## config.mk

```make
export PLATFORM = sky130hd
export DESIGN_NAME = spi_target_byte
export DESIGN_NICKNAME = d
export VERILOG_FILES = /design/src/rtl/spi_target_byte.sv
export SDC_FILE = /design/constraint.sdc
export NUM_CORES = 1
export LEC_CHECK = 0
export ABC_AREA = 1
export BUFFER_PORTS_ARGS = -buffer_cell sky130_fd_sc_hd__buf_2
export CAP_MARGIN = 20
export CELL_PAD_IN_SITES_DETAIL_PLACEMENT = 1
export CELL_PAD_IN_SITES_GLOBAL_PLACEMENT = 1
export CORE_ASPECT_RATIO = 1.1
export CORE_UTILIZATION = 45
export CTS_CLUSTER_DIAMETER = 30
export DETAILED_ROUTE_END_ITERATION = 10
export PLACE_DENSITY_LB_ADDON = 0.1
export SYNTH_ARGS = -nofsm -noshare
export SYNTH_HDL_FRONTEND = slang
export SYNTH_SLANG_ARGS = --single-unit
```

## constraint.sdc

```tcl
create_clock -name clk -period 2.92 [get_ports clk]
set_clock_uncertainty 0.15 [all_clocks]
set_input_delay 0 -clock clk [delete_from_list [all_inputs] [get_ports clk]]
set_output_delay 0 -clock clk [all_outputs]
set_load 0.1 [all_outputs]
```

## src/rtl/spi_target_byte.sv

```systemverilog
module spi_target_byte #(
  parameter int DW = 8
) (
  input  logic          clk,
  input  logic          rst_n,
  input  logic          cfg_en,
  input  logic          cfg_cpol,
  input  logic          cfg_cpha,
  input  logic          sck_in,
  input  logic          ss_n_in,
  input  logic          mosi_in,
  output logic          miso_out,
  output logic          miso_oe,
  input  logic [DW-1:0] tx_byte,
  input  logic          tx_load,
  output logic [DW-1:0] rx_byte,
  output logic          rx_valid
);
  localparam int CW = $clog2(DW);

  logic [1:0]    sck_q, ss_q, mosi_q;
  logic          sck_d, ss_d, armed;
  logic [CW-1:0] cnt;
  logic [DW-1:0] tx_hold, tx_sr, rx_sr;

  wire sck_s  = sck_q[1];
  wire ss_s   = ss_q[1];
  wire mosi_s = mosi_q[1];
  wire sel    = cfg_en & ~ss_s;
  wire start  = sel & ss_d & ~cfg_cpha;
  wire sedge  = sel & (sck_s ^ sck_d);
  wire lead   = sedge & (sck_d == cfg_cpol);
  wire trail  = sedge & (sck_d != cfg_cpol);
  wire samp   = cfg_cpha ? trail : lead;
  wire shft   = cfg_cpha ? lead : trail;
  wire live   = cfg_cpha | armed;
  wire last   = (cnt == CW'(DW - 1));
  wire [DW-1:0] rx_next = {rx_sr[DW-2:0], mosi_s};

  assign miso_oe  = sel;
  assign miso_out = tx_sr[DW-1];

  always_ff @(posedge clk or negedge rst_n) begin
    if (!rst_n) begin
      sck_q  <= '0;
      ss_q   <= '1;
      mosi_q <= '0;
      sck_d  <= 1'b0;
      ss_d   <= 1'b1;
    end else begin
      sck_q  <= {sck_q[0], sck_in};
      ss_q   <= {ss_q[0], ss_n_in};
      mosi_q <= {mosi_q[0], mosi_in};
      sck_d  <= sck_s;
      ss_d   <= ss_s;
    end
  end

  always_ff @(posedge clk or negedge rst_n) begin
    if (!rst_n) tx_hold <= '0;
    else if (tx_load) tx_hold <= tx_byte;
  end

  always_ff @(posedge clk or negedge rst_n) begin
    if (!rst_n) begin
      cnt      <= '0;
      armed    <= 1'b0;
      tx_sr    <= '0;
      rx_sr    <= '0;
      rx_byte  <= '0;
      rx_valid <= 1'b0;
    end else begin
      rx_valid <= 1'b0;
      if (!sel) begin
        cnt   <= '0;
        armed <= 1'b0;
      end else if (start) begin
        tx_sr <= tx_hold;
        armed <= 1'b1;
        cnt   <= '0;
      end else if (live) begin
        if (shft) begin
          if (cfg_cpha && cnt == '0) tx_sr <= tx_hold;
          else tx_sr <= {tx_sr[DW-2:0], 1'b0};
        end
        if (samp) begin
          rx_sr <= rx_next;
          if (last) begin
            cnt      <= '0;
            armed    <= 1'b0;
            rx_byte  <= rx_next;
            rx_valid <= 1'b1;
          end else begin
            cnt <= cnt + 1'b1;
          end
        end
      end
    end
  end
endmodule


```

### Word level (Yosys, flattened, before mapping)

Index checks and enable logic that the tools add are counted.

* multiplexer cells: 21
* bitwise logic cells: 11
* equal/unequal tests: 6
* $add $sub $neg: 1
* reductions and logical operators: 9

Operator list (count)
* two-way mux 8 bit: 4
* two-way mux 3 bit: 5
* two-way mux 1 bit: 12
* inequality test 3 x 1 -> 1 bit (second input constant): 3
* AND 1 bit: 6
* AND reduction 3 bit: 2
* AND reduction 5 bit: 1
* AND reduction 4 bit: 1
* nonzero test 2 bit: 2
* adder 3 x 1 -> 3 bit (second input constant): 1
* == test 3 bit (second input constant): 1
* logical NOT 3 bit: 1
* inverter 1 bit: 3
* AND reduction 2 bit: 1
* == test 1 bit: 1
* logical AND 1 bit: 1
* inequality test 1 bit: 1
* OR 1 bit: 1
* XOR 1 bit: 1

* output and inout port bits: 11
* register bits: 44
* word-level logic and storage cells: 60
* input bits: 17

### Depth between registers and ports, before layout

Gate-level depths: netlist of the first run.

* word-level depth: 9
* mapped depth: 10
* gate-level depth less buffers: 9

### Worst setup path after synthesis of the first run

No wires, ideal clock.

* path kind: register -> register
* start point: reg ss_q[1]
* end point: reg tx_sr[7]
* path buffers: 1
* stages on the path, launching flop included: 10
* period minus slack after synthesis: 1722 ps
* arrival time: 1498 ps
* library setup time: 74 ps
* setup slack: 1198 ps
* required time: 2696 ps
* cells stage by stage: dfstp_2 inv_2 nand2_4 inv_2 nand2_4 o21ai_4 buf_6 o21ai_0 nand2_2 o21ai_2

* longest elaborated chain between the ends: 7
* elaborated cells on any way between the ends: 12
* classes of those cells: mux: 2; bitwise: 7; reduce/logical: 3

RTL lines
* from (decl): RTL line 21 `logic [1:0] sck_q, ss_q, mosi_q;`
* from (signal assigned): RTL line 52 `ss_q <= {ss_q[0], ss_n_in};`
* inverter 1 bit (*): RTL line 29 `wire sel = cfg_en & ~ss_s;`
* AND 1 bit (*): RTL line 29
* net miso_oe: RTL line 13 `output logic miso_oe,`
* AND 1 bit: RTL line 31 `wire sedge = sel & (sck_s ^ sck_d);`
* AND 1 bit, on equally long branches: RTL line 33, 32
* two-way mux 1 bit: RTL line 35 `wire shft = cfg_cpha ? lead : trail;`
* nonzero test 2 bit (no source line)
* AND reduction 3 bit (no source line)
* to (signal assigned): RTL line 78 `tx_sr <= tx_hold;`
* to (signal assigned): RTL line 83 `if (cfg_cpha && cnt == '0) tx_sr <= tx_hold;`
* to (signal assigned): RTL line 84 `else tx_sr <= {tx_sr[DW-2:0], 1'b0};`
* to (decl): RTL line 24 `logic [DW-1:0] tx_hold, tx_sr, rx_sr;`

Mark *: on every way through the listed nets, which the timed path passes. The rest lies on a longest branch.
A chain may end at the register's enable or synchronous reset.

### Worst setup path after layout of the first run

* start point: reg sck_d
* end point: reg rx_sr[4]

* longest elaborated chain between the ends: 5
* elaborated cells on any way between the ends: 8
* classes of those cells: eq/ne: 2; mux: 1; bitwise: 4; reduce/logical: 1

RTL lines
* from (decl): RTL line 22 `logic sck_d, ss_d, armed;`
* from (signal assigned): RTL line 54 `sck_d <= sck_s;`
* XOR 1 bit: RTL line 31
* AND 1 bit: RTL line 31
* AND 1 bit, on equally long branches: RTL line 32, 33
* two-way mux 1 bit (*): RTL line 34 `wire samp = cfg_cpha ? trail : lead;`
* AND reduction 4 bit (no source line) (*)
* to (signal assigned): RTL line 87 `rx_sr <= rx_next;`
* to (decl): RTL line 24

Every way passes the cells marked *; elsewhere a longest branch is shown, timed or not.

==> flow_results.xml, run 1 <==
<?xml version="1.0" encoding="UTF-8"?>
<metrics>
  <group name="run_status">
    <metric name="result_of_the_run" unit="">completed</metric>
  </group>
  <group name="yosys">
    <metric name="synth.top_cells.by_area" unit="">sky130_fd_sc_hd__dfrtp_1 (52%), sky130_fd_sc_hd__nand2_1 (11%), sky130_fd_sc_hd__nand4_1 (4.8%)</metric>
    <metric name="yosysUniqueCellTypes" unit="">24</metric>
    <metric name="synth-warning-count" unit="">0</metric>
    <metric name="synthesis.nets" unit="">216</metric>
    <metric name="synthDominantCellAreaShare" unit="">0.5226</metric>
    <metric name="synth_largest_area_cell" unit="">sky130_fd_sc_hd__dfrtp_1</metric>
    <metric name="sequential_area_share_after_synthesis" unit="">0.5628</metric>
    <metric name="synthesis.area" unit="sq um">1963</metric>
    <metric name="avgSynthCellArea" unit="sq um">10.02</metric>
    <metric name="post_synth_inst_count" unit="">196</metric>
    <metric name="synth-seq-cells" unit="">44</metric>
  </group>
  <group name="pwr">
    <metric name="combPwrFrac" unit="">0.149</metric>
    <metric name="cellLeakagePower" unit="uW">0.001282</metric>
    <metric name="share_seq_of_total_power" unit="">0.473</metric>
    <metric name="power.switching_fraction" unit="">0.2471</metric>
    <metric name="power_density" unit="nW/um^2">583.7</metric>
    <metric name="vdd_drop_max" unit="mV">0.3373</metric>
    <metric name="internal-power" unit="uW">1083</metric>
    <metric name="p_switching" unit="uW">355.5</metric>
    <metric name="power.clock.fraction" unit="">0.378</metric>
  </group>
  <group name="setup_path">
    <metric name="cpMaxStageDelayCell" unit="">sky130_fd_sc_hd__dfrtp_1</metric>
    <metric name="path_buf_inv" unit="">1</metric>
    <metric name="crit_path_cell_trace" unit="">nand2_1 -&gt; inv_2 -&gt; nor2_4 -&gt; nand4_1 -&gt; nand2_2 -&gt; nand2_1 -&gt; nand2_1 -&gt; nand2_1</metric>
    <metric name="critical-path-top-cell-by-count" unit="">sky130_fd_sc_hd__nand2_1</metric>
    <metric name="cp.required" unit="ns">2.95</metric>
    <metric name="arrival" unit="ns">1.93</metric>
    <metric name="worst_r2r_startpoint" unit="">sck_d</metric>
    <metric name="rr_endpoint" unit="">rx_sr[4]</metric>
    <metric name="worst_setup_path_end_kind" unit="">flop</metric>
    <metric name="crit_path_start_kind" unit="">flop</metric>
    <metric name="path_class" unit="">reg2reg</metric>
    <metric name="cp_top_family" unit="">simple AND/OR/NAND/NOR gates</metric>
    <metric name="timing.reg2reg.setup_slack" unit="ns">1.02</metric>
    <metric name="worst_r2r_path_depth" unit="">8</metric>
    <metric name="critPathMaxStageDelay" unit="ns">0.43</metric>
    <metric name="worst-path-max-fanout" unit="">22</metric>
  </group>
  <group name="clock_network">
    <metric name="clock_tree_from_tritoncts" unit="">built</metric>
    <metric name="h-tree-depth" unit="">2</metric>
    <metric name="clk-insertion-delay-late" unit="ns">0.30</metric>
    <metric name="cts_sinks" unit="">44</metric>
    <metric name="post_cts_resize_count" unit="">0</metric>
    <metric name="cts_max_path_buffers" unit="">2</metric>
    <metric name="cts_made_buffers" unit="">5</metric>
    <metric name="clk_pin_slew" unit="ns">0.08</metric>
    <metric name="ctsRootBufferMaster" unit="">sky130_fd_sc_hd__clkbuf_8</metric>
  </group>
  <group name="die">
    <metric name="dieWidth" unit="um">64.98</metric>
    <metric name="fp.dieH" unit="um">71.28</metric>
    <metric name="fp.coreArea" unit="sq um">4084</metric>
    <metric name="rows" unit="">24</metric>
    <metric name="io_pins" unit="">28</metric>
    <metric name="initial_core_utilization" unit="">0.4807</metric>
    <metric name="die-area" unit="sq um">4631</metric>
  </group>
  <group name="worst_hold_path">
    <metric name="hold_path_class" unit="">in2async</metric>
  </group>
  <group name="sta">
    <metric name="rsz0062_at_grt" unit="">false</metric>
    <metric name="finalSetupViolations" unit="">0</metric>
    <metric name="hold_viol_final" unit="">0</metric>
    <metric name="worst_pin_slew" unit="ns">0.7234</metric>
    <metric name="maxSlewHeadroom" unit="">0.5159</metric>
    <metric name="period_share" unit="">0.6521</metric>
    <metric name="fmaxAchievable" unit="MHz">525.2</metric>
    <metric name="fin_tns_setup" unit="ns">0</metric>
    <metric name="layout_min_cycle_time" unit="ns">1.904</metric>
    <metric name="timing.final.max_slew_violations" unit="">0</metric>
  </group>
  <group name="grt">
    <metric name="grt_usage" unit="">0.2153</metric>
    <metric name="total_gr_overflow" unit="">0</metric>
    <metric name="grt_start_max_net_pins" unit="">45</metric>
    <metric name="grt_pass1_vias" unit="">1627</metric>
    <metric name="antenna_violations_before_repair" unit="">0</metric>
    <metric name="wire_length_of_the_first_global_routing_pass" unit="mm">7.514</metric>
  </group>
  <group name="drt">
    <metric name="via_count" unit="">1500</metric>
    <metric name="ant_nets" unit="">0</metric>
    <metric name="drtPass1Iterations" unit="">4</metric>
    <metric name="detail_route.wl_per_cell" unit="um">14.65</metric>
    <metric name="dr.first_iter.drc_count" unit="">73</metric>
    <metric name="routed_via_density" unit="">5.068</metric>
    <metric name="drc" unit="">0</metric>
    <metric name="finalWirelength" unit="mm">4.336</metric>
  </group>
  <group name="placement">
    <metric name="hpwlAfterDp" unit="mm">2.801</metric>
    <metric name="io_buffer_count" unit="">27</metric>
    <metric name="dp_cells" unit="">267</metric>
    <metric name="routabilityCongestion" unit="">0.7881</metric>
  </group>
  <group name="job">
    <metric name="timing.max_cap.violations" unit="">0</metric>
  </group>
  <group name="layout">
    <metric name="final_net_count" unit="">264</metric>
    <metric name="layout-drive-gt1-share" unit="">0.2910</metric>
    <metric name="final_core_utilization" unit="">0.6036</metric>
    <metric name="finalNonFillerCells" unit="">296</metric>
    <metric name="flow.area_growth_from_synthesis" unit="%">25.56</metric>
    <metric name="antenna-diode-count" unit="">0</metric>
    <metric name="mostFrequentLayoutCells" unit="">sky130_fd_sc_hd__nand2_1 (58), sky130_fd_sc_hd__dfrtp_1 (41), sky130_fd_sc_hd__buf_2 (27), sky130_fd_sc_hd__dlygate4sd3_1 (21), sky130_fd_sc_hd__inv_1 (17)</metric>
    <metric name="layout_commonest_cell" unit="">sky130_fd_sc_hd__nand2_1</metric>
  </group>
</metrics>
==> power groups by stage <==
| stage | registers [uW] | logic, uW | clock network (uW) |
|---|---|---|---|
| floorplan | 714 | 110 | 0 |
| global placement | 690 | 173 | 0 |
| detailed placement | 694 | 182 | 0 |
| CTS | 681 | 213 | 556 |
| global route | 688 | 236 | 573 |
| finish | 681 | 214 | 544 |
==> state kept, by name, summed over array words and instances, names as in the netlist <==
name / count
rx_sr: 7
sck_d: 1
cnt: 3
mosi_q: 2
rx_byte: 8
ss_d: 1
ss_q: 2
armed: 1
tx_hold: 8
tx_sr: 8
rx_valid: 1
sck_q: 2
==> through the flow <==
step           total power, uW  cell area (sq um)  hold slack (ns)  worst slack (ns)
2_1_floorplan            824.5               1963          -0.4456             1.198
3_3_place_gp             862.3               2106         -0.04504             1.140
3_5_place_dp             875.5               2106         -0.04176             1.053
4_1_cts                   1450               2445          0.03033             1.010
5_1_grt                   1497               2465          0.04265            0.8251
6_report                  1439               2465         0.005544             1.016
==> per-layer routing <==
layer,global-route usage,routed length (um),up-vias
met5,0,0,-
met4,0.08889,93,0
met3,0.04299,112,10
met2,0.3900,2308,22
met1,0.2440,1822,741
li1,-,-,727
==> cells by family (layout without fill, tap and decap cells) <==
logic type      count (synthesis)  in the layout  share of synthesized area
mux                             8              8                    0.04589
simple gates                   98             98                     0.2473
compound gates                 15             15                    0.05736
fa+ha+maj                       3              3                    0.01912
flops                          44             44                     0.5628
buf+inv                        28             76                    0.06756
==> worst max-delay path by stage <==
stage                  from    endpoint  slack [ns]  depth (start not counted)
finish                sck_d    rx_sr[4]        1.02                          8
global route          sck_d    rx_sr[4]        0.83                          8
detailed placement    sck_d    rx_sr[3]        1.05                          8
floorplan           ss_q[1]    tx_sr[7]        1.20                          9
global placement      sck_d  rx_byte[1]        1.14                          8
CTS                   sck_d    rx_sr[4]        1.01                          8
==> repair_timing <==
action	CTS	global route
endpoints found under the setup margin	0	0
hold buffers	21	0
endpoints found under the hold margin	53	0
setup buffers	0	0
==> final cells by class <==
cell class | count | area (sq um)
multi-input cells | 124 | 725.7
repair buffers | 49 | 365.4
inverters | 20 | 75.07
clock inverters | 2 | 60.06
clock buffers | 5 | 68.82
fillers | 452 | 1619
well taps | 52 | 65.06
flip-flops and latches | 44 | 1105
==> cells in the mapped netlist <==
library cell	number
sky130_fd_sc_hd__o21ai_2	7
sky130_fd_sc_hd__or2_4	1
sky130_fd_sc_hd__nor2_1	2
sky130_fd_sc_hd__clkbuf_1	3
sky130_fd_sc_hd__buf_6	3
sky130_fd_sc_hd__inv_1	17
sky130_fd_sc_hd__nand3_1	9
sky130_fd_sc_hd__o21ai_0	2
sky130_fd_sc_hd__o21ai_4	1
sky130_fd_sc_hd__ha_1	3
sky130_fd_sc_hd__dfstp_2	3
sky130_fd_sc_hd__mux2_2	8
sky130_fd_sc_hd__dfrtp_1	41
sky130_fd_sc_hd__nand2_1	58
sky130_fd_sc_hd__nor2_2	1
sky130_fd_sc_hd__o21ai_1	5
sky130_fd_sc_hd__nand4_1	15
sky130_fd_sc_hd__inv_2	3
sky130_fd_sc_hd__buf_4	1
sky130_fd_sc_hd__buf_2	1
sky130_fd_sc_hd__nand2_2	5
sky130_fd_sc_hd__nor2_4	2
sky130_fd_sc_hd__nand3_2	3
sky130_fd_sc_hd__nand2_4	2
==> worst reg2reg max path: cells and delay by family, from the launching register on <==
kind	cells	cell delay (ns)
DFF	1	0.43
buffers and inverters	1	0.04
and+or+nand+nor	7	1.17
No activity file was read; power rests on OpenSTA's default activity.
==> run 2: changes to the inputs <==
--- a/config.mk
+++ b/config.mk
@@ -5,13 +5,13 @@
 export SDC_FILE = /design/constraint.sdc
 export NUM_CORES = 1
 export LEC_CHECK = 0
-export ABC_AREA = 1
+export ABC_AREA = 0
 export BUFFER_PORTS_ARGS = -buffer_cell sky130_fd_sc_hd__buf_2
 export CAP_MARGIN = 20
 export CELL_PAD_IN_SITES_DETAIL_PLACEMENT = 1
 export CELL_PAD_IN_SITES_GLOBAL_PLACEMENT = 1
 export CORE_ASPECT_RATIO = 1.1
-export CORE_UTILIZATION = 45
+export CORE_UTILIZATION = 41
 export CTS_CLUSTER_DIAMETER = 30
 export DETAILED_ROUTE_END_ITERATION = 10
 export PLACE_DENSITY_LB_ADDON = 0.1
==> constraint.sdc (replaced) <==
create_clock -name clk -period 1.6 [get_ports clk]
set_clock_uncertainty 0.15 [all_clocks]
set_input_delay 0 -clock clk [delete_from_list [all_inputs] [get_ports clk]]
set_output_delay 0 -clock clk [all_outputs]
set_load 0.1 [all_outputs]
==> run 2 against run 1 <==
- the flow now finishes with violations (setup timing)
- clock-buffer cell count increased by 3
- critical path depth decreased by 2
- hold slack improved by 0.050 ns
- critical path type unchanged
==> flow_results.xml, run 2 <==
<?xml version="1.0" encoding="UTF-8"?>
<metrics>
  <group name="sta">
    <metric name="worst_pin_slew" unit="ns">0.4918</metric>
    <metric name="finalSetupViolations" unit="">28</metric>
    <metric name="maxSlewHeadroom" unit="">0.6722</metric>
    <metric name="fmaxAchievable" unit="MHz">486.1</metric>
    <metric name="worst_setup_margin" unit="ns">-0.4572</metric>
    <metric name="hold_viol_final" unit="">0</metric>
    <metric name="rsz0062_at_grt" unit="">true</metric>
    <metric name="layout_min_cycle_time" unit="ns">2.057</metric>
    <metric name="period_share" unit="">1.286</metric>
    <metric name="timing.final.max_slew_violations" unit="">0</metric>
  </group>
  <group name="layout">
    <metric name="multi_input_comb_area" unit="sq um">825.8</metric>
    <metric name="flow.area_growth_from_synthesis" unit="%">46.12</metric>
    <metric name="layout_commonest_cell" unit="">sky130_fd_sc_hd__dfrtp_1</metric>
    <metric name="registers_with_the_most_flip_flops" unit="">rx_byte x8, tx_hold x8, tx_sr x8</metric>
    <metric name="antenna-diode-count" unit="">0</metric>
    <metric name="filler_cell_count" unit="">439</metric>
    <metric name="mostFrequentLayoutCells" unit="">sky130_fd_sc_hd__dfrtp_1 (41), sky130_fd_sc_hd__mux2_2 (33), sky130_fd_sc_hd__buf_2 (26), sky130_fd_sc_hd__dlygate4sd3_1 (20), sky130_fd_sc_hd__buf_4 (15)</metric>
    <metric name="layout-drive-gt1-share" unit="">0.5588</metric>
    <metric name="regArea" unit="sq um">1105</metric>
    <metric name="final_core_utilization" unit="">0.6281</metric>
    <metric name="layout_cell_area_excl_fill" unit="sq um">2711</metric>
    <metric name="final_net_count" unit="">223</metric>
    <metric name="finalNonFillerCells" unit="">258</metric>
  </group>
  <group name="die">
    <metric name="io_pins" unit="">28</metric>
    <metric name="fp.dieH" unit="um">72.56</metric>
    <metric name="rows" unit="">25</metric>
    <metric name="initial_core_utilization" unit="">0.4299</metric>
    <metric name="fp.coreArea" unit="sq um">4317</metric>
    <metric name="die-area" unit="sq um">4799</metric>
    <metric name="dieWidth" unit="um">66.14</metric>
  </group>
  <group name="setup_path">
    <metric name="worst-path-max-fanout" unit="">5</metric>
    <metric name="cp.required" unit="ns">1.63</metric>
    <metric name="critPathMaxStageDelay" unit="ns">0.41</metric>
    <metric name="worst_r2r_startpoint" unit="">sck_q[1]</metric>
    <metric name="cpMaxStageDelayCell" unit="">sky130_fd_sc_hd__dfrtp_1</metric>
    <metric name="crit_path_start_kind" unit="">flop</metric>
    <metric name="path_depth" unit="">6</metric>
    <metric name="cp_top_family" unit="">compound AO/OA/AOI/OAI gates</metric>
    <metric name="critical-path-top-cell-by-count" unit="">sky130_fd_sc_hd__buf_6</metric>
    <metric name="setup.worst_path.start" unit="">sck_q[1]</metric>
    <metric name="path_buf_inv" unit="">2</metric>
    <metric name="path_class" unit="">reg2reg</metric>
    <metric name="arrival" unit="ns">2.08</metric>
    <metric name="worst_r2r_path_depth" unit="">6</metric>
    <metric name="worst_setup_path_end_kind" unit="">flop</metric>
    <metric name="crit_path_cell_trace" unit="">buf_6 -&gt; nand3b_1 -&gt; a2111oi_4 -&gt; buf_6 -&gt; o211ai_4 -&gt; mux2_4</metric>
  </group>
  <group name="clock_network">
    <metric name="clk_pin_slew" unit="ns">0.08</metric>
    <metric name="cts_max_path_buffers" unit="">2</metric>
    <metric name="cts_sinks" unit="">44</metric>
    <metric name="cts_made_buffers" unit="">5</metric>
    <metric name="ctsRootBufferMaster" unit="">sky130_fd_sc_hd__clkbuf_8</metric>
    <metric name="clk-insertion-delay-late" unit="ns">0.29</metric>
    <metric name="clock_tree_from_tritoncts" unit="">built</metric>
    <metric name="h-tree-depth" unit="">2</metric>
  </group>
  <group name="yosys">
    <metric name="yosys_most_used_dff" unit="">sky130_fd_sc_hd__dfrtp_1</metric>
    <metric name="synth_largest_area_cell" unit="">sky130_fd_sc_hd__dfrtp_1</metric>
    <metric name="synth_simple_gate_area_frac" unit="">0.06473</metric>
    <metric name="synth-warning-count" unit="">0</metric>
    <metric name="synth-xor-area-share" unit="">0</metric>
    <metric name="synthDominantCellAreaShare" unit="">0.5529</metric>
    <metric name="synthMostInstantiatedCell" unit="">sky130_fd_sc_hd__dfrtp_1</metric>
    <metric name="synth.top_cells.by_area" unit="">sky130_fd_sc_hd__dfrtp_1 (55%), sky130_fd_sc_hd__mux2_2 (22%), sky130_fd_sc_hd__dfstp_2 (4.2%)</metric>
    <metric name="compound_gate_portion_of_the_synthesized_area" unit="">0.05732</metric>
    <metric name="muxShareOfSynthArea" unit="">0.2461</metric>
    <metric name="post_synth_fa_ha_maj_area_fraction" unit="">0.02023</metric>
    <metric name="synthesis.area" unit="sq um">1856</metric>
    <metric name="synth_enable_flop_cells" unit="">0</metric>
    <metric name="post_synth_inst_count" unit="">124</metric>
    <metric name="synthesis.nets" unit="">144</metric>
    <metric name="largest_family_of_logic_cells_by_synthesized_area" unit="">multiplexers</metric>
    <metric name="synth-seq-cells" unit="">44</metric>
    <metric name="sequential_area_share_after_synthesis" unit="">0.5954</metric>
    <metric name="synth-async-reset-ratio" unit="">1.000</metric>
    <metric name="post_synth_top_cells" unit="">sky130_fd_sc_hd__dfrtp_1 (41), sky130_fd_sc_hd__mux2_2 (37), sky130_fd_sc_hd__inv_1 (7), sky130_fd_sc_hd__nand2_1 (7), sky130_fd_sc_hd__mux2i_1 (4)</metric>
    <metric name="avgSynthCellArea" unit="sq um">14.96</metric>
    <metric name="yosysUniqueCellTypes" unit="">24</metric>
  </group>
  <group name="drt">
    <metric name="ant_nets" unit="">0</metric>
    <metric name="dr.first_iter.drc_count" unit="">29</metric>
    <metric name="routed_via_density" unit="">4.984</metric>
    <metric name="drc" unit="">0</metric>
    <metric name="drtPass1Iterations" unit="">4</metric>
    <metric name="detail_route.wl_per_cell" unit="um">18.35</metric>
    <metric name="via_count" unit="">1286</metric>
    <metric name="finalWirelength" unit="mm">4.734</metric>
  </group>
  <group name="pwr">
    <metric name="power_density" unit="nW/um^2">944.0</metric>
    <metric name="vdd_drop_max" unit="mV">0.6641</metric>
    <metric name="cellLeakagePower" unit="uW">0.001318</metric>
  </group>
  <group name="grt">
    <metric name="grt_pass1_vias" unit="">1462</metric>
    <metric name="grt_start_max_net_pins" unit="">25</metric>
    <metric name="grt_usage" unit="">0.2171</metric>
    <metric name="total_gr_overflow" unit="">0</metric>
    <metric name="wire_length_of_the_first_global_routing_pass" unit="mm">7.479</metric>
    <metric name="antenna_violations_before_repair" unit="">0</metric>
  </group>
  <group name="placement">
    <metric name="routabilityCongestion" unit="">0.8289</metric>
    <metric name="io_buffer_count" unit="">27</metric>
    <metric name="dp_cells" unit="">220</metric>
    <metric name="post_dp_cell_area" unit="sq um">2230</metric>
    <metric name="hpwlAfterDp" unit="mm">2.727</metric>
  </group>
  <group name="run_status">
    <metric name="result_of_the_run" unit="">complete, but fails checks</metric>
    <metric name="failed_checks" unit="">setup timing</metric>
  </group>
  <group name="job">
    <metric name="timing.max_cap.violations" unit="">0</metric>
  </group>
  <group name="worst_hold_path">
    <metric name="hold_path_class" unit="">in2async</metric>
  </group>
</metrics>
-- run 2: changes by cell type after synthesis, moves of 7 or more --
cell,change
sky130_fd_sc_hd__nand2_1,-51
sky130_fd_sc_hd__mux2_2,+29
sky130_fd_sc_hd__nand4_1,-15
sky130_fd_sc_hd__inv_1,-10
sky130_fd_sc_hd__nand3_1,-9
sky130_fd_sc_hd__o21ai_2,-7
-- run 2: power breakdown --
| part | internal [uW] | leakage [uW] | switching (uW) |
|---|---|---|---|
| combinational | 275 | 0.000716 | 254 |
| clock | 352 | 0.0000455 | 342 |
| sequential | 1250 | 0.000556 | 85.9 |
| total | 1880 | 0.00132 | 682 |
-- run 2: what timing repair did --
item	CTS	global route
hold buffers	20	0
pin swaps	4	3
cloned	1	0
resized for setup	8	17
endpoints found under the hold margin	52	0
setup buffers	5	6
setup endpoints to repair	29	29
-- run 2: path summary, 6_finish.rpt --
path | endpoint | slack, ns
setup / recovery | rx_byte[7] | -0.46
hold / removal | rx_valid | 0.06
setup reg to reg | rx_byte[7] | -0.46
hold reg to reg | mosi_q[1] | 0.21
max in group asynchronous | ss_q[0] | 0.67
min in group clk | armed | 0.06
-- run 2: through the flow --
| step | hold WS (ns) | setup WS [ns] | total power, uW | TNS, ns |
|---|---|---|---|---|
| after global placement | -0.1762 | -0.4403 | 1741 | -11.06 |
| final | 0.05525 | -0.4572 | 2559 | -10.40 |
| after detailed placement | -0.1627 | -0.5422 | 1776 | -13.27 |
| after CTS | 0.06583 | -0.4296 | 2544 | -10.34 |
| after global routing | 0.06275 | -0.5346 | 2675 | -12.62 |
| after floorplan | -0.4456 | -0.7600 | 1613 | -16.90 |
-- run 2: layout make-up --
cell class / instances / share of cell area
inverters: 7 / 0.01108
multi-input cells: 73 / 0.3046
repair buffers: 72 / 0.2187
well taps: 54 / 0.02492
flip-flops and latches: 44 / 0.4075
clock buffers: 8 / 0.03323
-- run 2: logic make-up (layout without fill, tap and decap cells) --
| logic type | Yosys count | count (layout) |
|---|---|---|
| flops | 44 | 44 |
| mux | 41 | 41 |
| simple gates | 20 | 20 |
| compound gates | 8 | 9 |
| buf+inv | 8 | 87 |
| fa+ha+maj | 3 | 3 |
-- run 2: worst reg2reg max path: cells and delay by family, from the launching register on --
family / cells / cell delay [ns]
flip-flops: 1 / 0.41
AO/OA/AOI/OAI: 2 / 0.52
multiplexers: 1 / 0.33
AND/OR/NAND/NOR: 1 / 0.22
buffers and inverters: 2 / 0.32
-- run 2: metal layers --
layer / vias up / routed length, um / global-route usage
li1: 603 / - / -
met1: 656 / 1917 / 0.2495
met2: 22 / 2638 / 0.4014
met3: 5 / 116 / 0.03774
met4: 0 / 61 / 0.07329
met5: - / 0 / 0
==> run 3: changes to the inputs <==
--- a/config.mk
+++ b/config.mk
@@ -5,13 +5,13 @@
 export SDC_FILE = /design/constraint.sdc
 export NUM_CORES = 1
 export LEC_CHECK = 0
-export ABC_AREA = 0
+export ABC_AREA = 1
 export BUFFER_PORTS_ARGS = -buffer_cell sky130_fd_sc_hd__buf_2
 export CAP_MARGIN = 20
 export CELL_PAD_IN_SITES_DETAIL_PLACEMENT = 1
 export CELL_PAD_IN_SITES_GLOBAL_PLACEMENT = 1
 export CORE_ASPECT_RATIO = 1.1
-export CORE_UTILIZATION = 41
+export CORE_UTILIZATION = 45
 export CTS_CLUSTER_DIAMETER = 30
 export DETAILED_ROUTE_END_ITERATION = 10
 export PLACE_DENSITY_LB_ADDON = 0.1
==> constraint.sdc (replaced) <==
create_clock -name clk -period 2.5 [get_ports clk]
set_clock_uncertainty 0.15 [all_clocks]
set_input_delay 0 -clock clk [delete_from_list [all_inputs] [get_ports clk]]
set_output_delay 0 -clock clk [all_outputs]
set_load 0.1 [all_outputs]
==> run 3 against run 2 <==
- the run now ends clean
- critical path depth up 2
- clock-buffer cell count down 2
- die area down 3.5%
- critical endpoint unchanged
- largest power group unchanged
==> flow_results.xml, run 3 (same netlist as run 1, synthesis figures left out) <==
<?xml version="1.0" encoding="UTF-8"?>
<metrics>
  <group name="worst_hold_path">
    <metric name="min_delay_path_depth" unit="">2</metric>
    <metric name="timing.hold.worst_endpoint" unit="">tx_hold[2]</metric>
    <metric name="hold_path.startpoint" unit="">tx_load</metric>
    <metric name="hold_path_class" unit="">in2reg</metric>
  </group>
  <group name="run_status">
    <metric name="result_of_the_run" unit="">completed</metric>
  </group>
  <group name="pwr">
    <metric name="power_density" unit="nW/um^2">643.3</metric>
    <metric name="vdd_drop_max" unit="mV">0.2959</metric>
    <metric name="post-layout-total-power" unit="uW">1577</metric>
    <metric name="cellLeakagePower" unit="uW">0.001278</metric>
  </group>
  <group name="clock_network">
    <metric name="post_cts_resize_count" unit="">0</metric>
    <metric name="clock_tree_from_tritoncts" unit="">built</metric>
    <metric name="clk_pin_slew" unit="ns">0.08</metric>
    <metric name="cts_made_buffers" unit="">5</metric>
    <metric name="cts_sinks" unit="">44</metric>
    <metric name="cts_hold_repair.buffers" unit="">20</metric>
    <metric name="h-tree-depth" unit="">2</metric>
    <metric name="clk-insertion-delay-late" unit="ns">0.29</metric>
    <metric name="post_cts_buffers" unit="">0</metric>
    <metric name="cts_max_path_buffers" unit="">2</metric>
    <metric name="ctsRootBufferMaster" unit="">sky130_fd_sc_hd__clkbuf_8</metric>
  </group>
  <group name="die">
    <metric name="initial_core_utilization" unit="">0.4807</metric>
    <metric name="fp.dieH" unit="um">71.28</metric>
    <metric name="dieWidth" unit="um">64.98</metric>
    <metric name="die-area" unit="sq um">4631</metric>
    <metric name="rows" unit="">24</metric>
    <metric name="io_pins" unit="">28</metric>
    <metric name="fp.coreArea" unit="sq um">4084</metric>
  </group>
  <group name="setup_path">
    <metric name="cpMaxStageDelayCell" unit="">sky130_fd_sc_hd__dfrtp_1</metric>
    <metric name="cp.required" unit="ns">2.54</metric>
    <metric name="worst_r2r_startpoint" unit="">sck_d</metric>
    <metric name="worst-path-max-fanout" unit="">22</metric>
    <metric name="path_buf_inv" unit="">1</metric>
    <metric name="path_class" unit="">reg2reg</metric>
    <metric name="path_depth" unit="">8</metric>
    <metric name="critical-path-top-cell-by-count" unit="">sky130_fd_sc_hd__nand2_1</metric>
    <metric name="arrival" unit="ns">1.89</metric>
    <metric name="crit_path_cell_trace" unit="">nand2_1 -&gt; inv_2 -&gt; nor2_4 -&gt; nand4_1 -&gt; nand2_2 -&gt; nand3_2 -&gt; nand2_1 -&gt; nand2_1</metric>
    <metric name="cp_top_family" unit="">simple AND/OR/NAND/NOR gates</metric>
    <metric name="critPathMaxStageDelay" unit="ns">0.43</metric>
    <metric name="worst_setup_path_end_kind" unit="">flop</metric>
    <metric name="crit_path_start_kind" unit="">flop</metric>
    <metric name="worst_r2r_path_depth" unit="">8</metric>
    <metric name="timing.reg2reg.setup_slack" unit="ns">0.65</metric>
    <metric name="rr_endpoint" unit="">rx_byte[7]</metric>
  </group>
  <group name="layout">
    <metric name="antenna-diode-count" unit="">0</metric>
    <metric name="registers_with_the_most_flip_flops" unit="">rx_byte x8, tx_hold x8, tx_sr x8</metric>
    <metric name="final_net_count" unit="">265</metric>
    <metric name="flow.area_growth_from_synthesis" unit="%">24.86</metric>
    <metric name="layout_commonest_cell" unit="">sky130_fd_sc_hd__nand2_1</metric>
    <metric name="regArea" unit="sq um">1105</metric>
    <metric name="filler_cell_count" unit="">463</metric>
    <metric name="layout-drive-gt1-share" unit="">0.2927</metric>
    <metric name="multi_input_comb_area" unit="sq um">725.7</metric>
    <metric name="mostFrequentLayoutCells" unit="">sky130_fd_sc_hd__nand2_1 (58), sky130_fd_sc_hd__dfrtp_1 (41), sky130_fd_sc_hd__buf_2 (27), sky130_fd_sc_hd__dlygate4sd3_1 (21), sky130_fd_sc_hd__inv_1 (17)</metric>
  </group>
  <group name="sta">
    <metric name="rsz0062_at_grt" unit="">false</metric>
    <metric name="hold_viol_final" unit="">0</metric>
    <metric name="hold-worst-slack" unit="ns">0.005466</metric>
    <metric name="finalSetupViolations" unit="">0</metric>
    <metric name="fin_tns_setup" unit="ns">0</metric>
    <metric name="fmaxAchievable" unit="MHz">539.2</metric>
    <metric name="worst_pin_slew" unit="ns">0.4939</metric>
    <metric name="period_share" unit="">0.7418</metric>
    <metric name="maxSlewHeadroom" unit="">0.6730</metric>
    <metric name="timing.final.max_slew_violations" unit="">0</metric>
    <metric name="layout_min_cycle_time" unit="ns">1.855</metric>
  </group>
  <group name="drt">
    <metric name="drc" unit="">0</metric>
    <metric name="routed_via_density" unit="">5.030</metric>
    <metric name="finalWirelength" unit="mm">4.396</metric>
    <metric name="ant_nets" unit="">0</metric>
    <metric name="dr.first_iter.drc_count" unit="">93</metric>
    <metric name="via_count" unit="">1499</metric>
    <metric name="detail_route.wl_per_cell" unit="um">14.75</metric>
    <metric name="drtPass1Iterations" unit="">4</metric>
  </group>
  <group name="grt">
    <metric name="total_gr_overflow" unit="">0</metric>
    <metric name="grt_start_max_net_pins" unit="">45</metric>
    <metric name="antenna_violations_before_repair" unit="">0</metric>
    <metric name="grt_pass1_vias" unit="">1653</metric>
    <metric name="wire_length_of_the_first_global_routing_pass" unit="mm">7.596</metric>
    <metric name="grt_usage" unit="">0.2185</metric>
  </group>
  <group name="job">
    <metric name="timing.max_cap.violations" unit="">0</metric>
  </group>
  <group name="placement">
    <metric name="hpwlAfterDp" unit="mm">2.949</metric>
    <metric name="routabilityCongestion" unit="">0.7643</metric>
    <metric name="io_buffer_count" unit="">27</metric>
  </group>
</metrics>
==> run 3: changes by cell type in the layout (fill, tap and decap cells not counted), moves of 3 or more <==
| cell | previous run | this run |
|---|---|---|
| sky130_fd_sc_hd__o21ai_1 | 0 | 5 |
| sky130_fd_sc_hd__mux2_2 | 33 | 8 |
| sky130_fd_sc_hd__nand2_1 | 7 | 58 |
| sky130_fd_sc_hd__buf_6 | 8 | 0 |
| sky130_fd_sc_hd__mux2_4 | 4 | 0 |
| sky130_fd_sc_hd__nand3_1 | 0 | 9 |
| sky130_fd_sc_hd__nand4_1 | 0 | 15 |
| sky130_fd_sc_hd__mux2i_1 | 4 | 0 |
| sky130_fd_sc_hd__o21ai_2 | 0 | 7 |
| sky130_fd_sc_hd__buf_4 | 15 | 1 |
| sky130_fd_sc_hd__nand2_2 | 0 | 5 |
| sky130_fd_sc_hd__nand3_2 | 0 | 3 |
| sky130_fd_sc_hd__inv_1 | 5 | 17 |
==> run 3: report_power, final <==
part           leakage [uW]  switching (uW)  internal [uW]
clock network     0.0000552             232            297
logic              0.000662             151            102
registers          0.000561            24.7            770
==> run 3: how the worst max path moves through the flow <==
| stage | endpoint | slack [ns] | startpoint |
|---|---|---|---|
| 2_1_floorplan | tx_sr[7] | 0.78 | ss_q[1] |
| 3_3_place_gp | rx_byte[0] | 0.75 | sck_d |
| 3_5_place_dp | rx_byte[7] | 0.63 | sck_d |
| 4_1_cts | rx_byte[3] | 0.62 | sck_d |
| 5_1_grt | rx_byte[7] | 0.45 | sck_d |
| 6_report | rx_byte[7] | 0.65 | sck_d |
==> run 3: layout make-up <==
cell class,instances,area share
clock buffers,6,0.02961
repair buffers,50,0.1521
flip-flops and latches,44,0.4507
multi-input cells,124,0.2961
inverters,20,0.03063
well taps,52,0.02654
clock inverters,2,0.01429
==> run 3: worst reg2reg max path, stage by stage, from the launching register on <==
cell and delay, ns:
sky130_fd_sc_hd__dfrtp_1 0.43, sky130_fd_sc_hd__nand2_1 0.10, sky130_fd_sc_hd__inv_2 0.04, sky130_fd_sc_hd__nor2_4 0.10, sky130_fd_sc_hd__nand4_1 0.12, sky130_fd_sc_hd__nand2_2 0.36, sky130_fd_sc_hd__nand3_2 0.27, sky130_fd_sc_hd__nand2_1 0.13
sky130_fd_sc_hd__nand2_1 0.06
==> run 3: stage by stage <==
stage	std cells	area [sq um]	utilization	setup slack [ns]
floorplan	196	1963	-	0.7779
global placement	268	2113	0.5175	0.7519
detailed placement	268	2113	0.5175	0.6315
CTS	296	2421	0.5928	0.6220
global route	298	2451	0.6002	0.4508
finish	298	2451	0.6002	0.6455
==> run 3: per-layer routing <==
layer  GRT usage  wire, um  up-vias
li1            -         -      731
met3     0.05414       107        6
met1      0.2553      1833      743
met4     0.08148        65        0
met5           0         0        -
met2      0.3843      2389       19
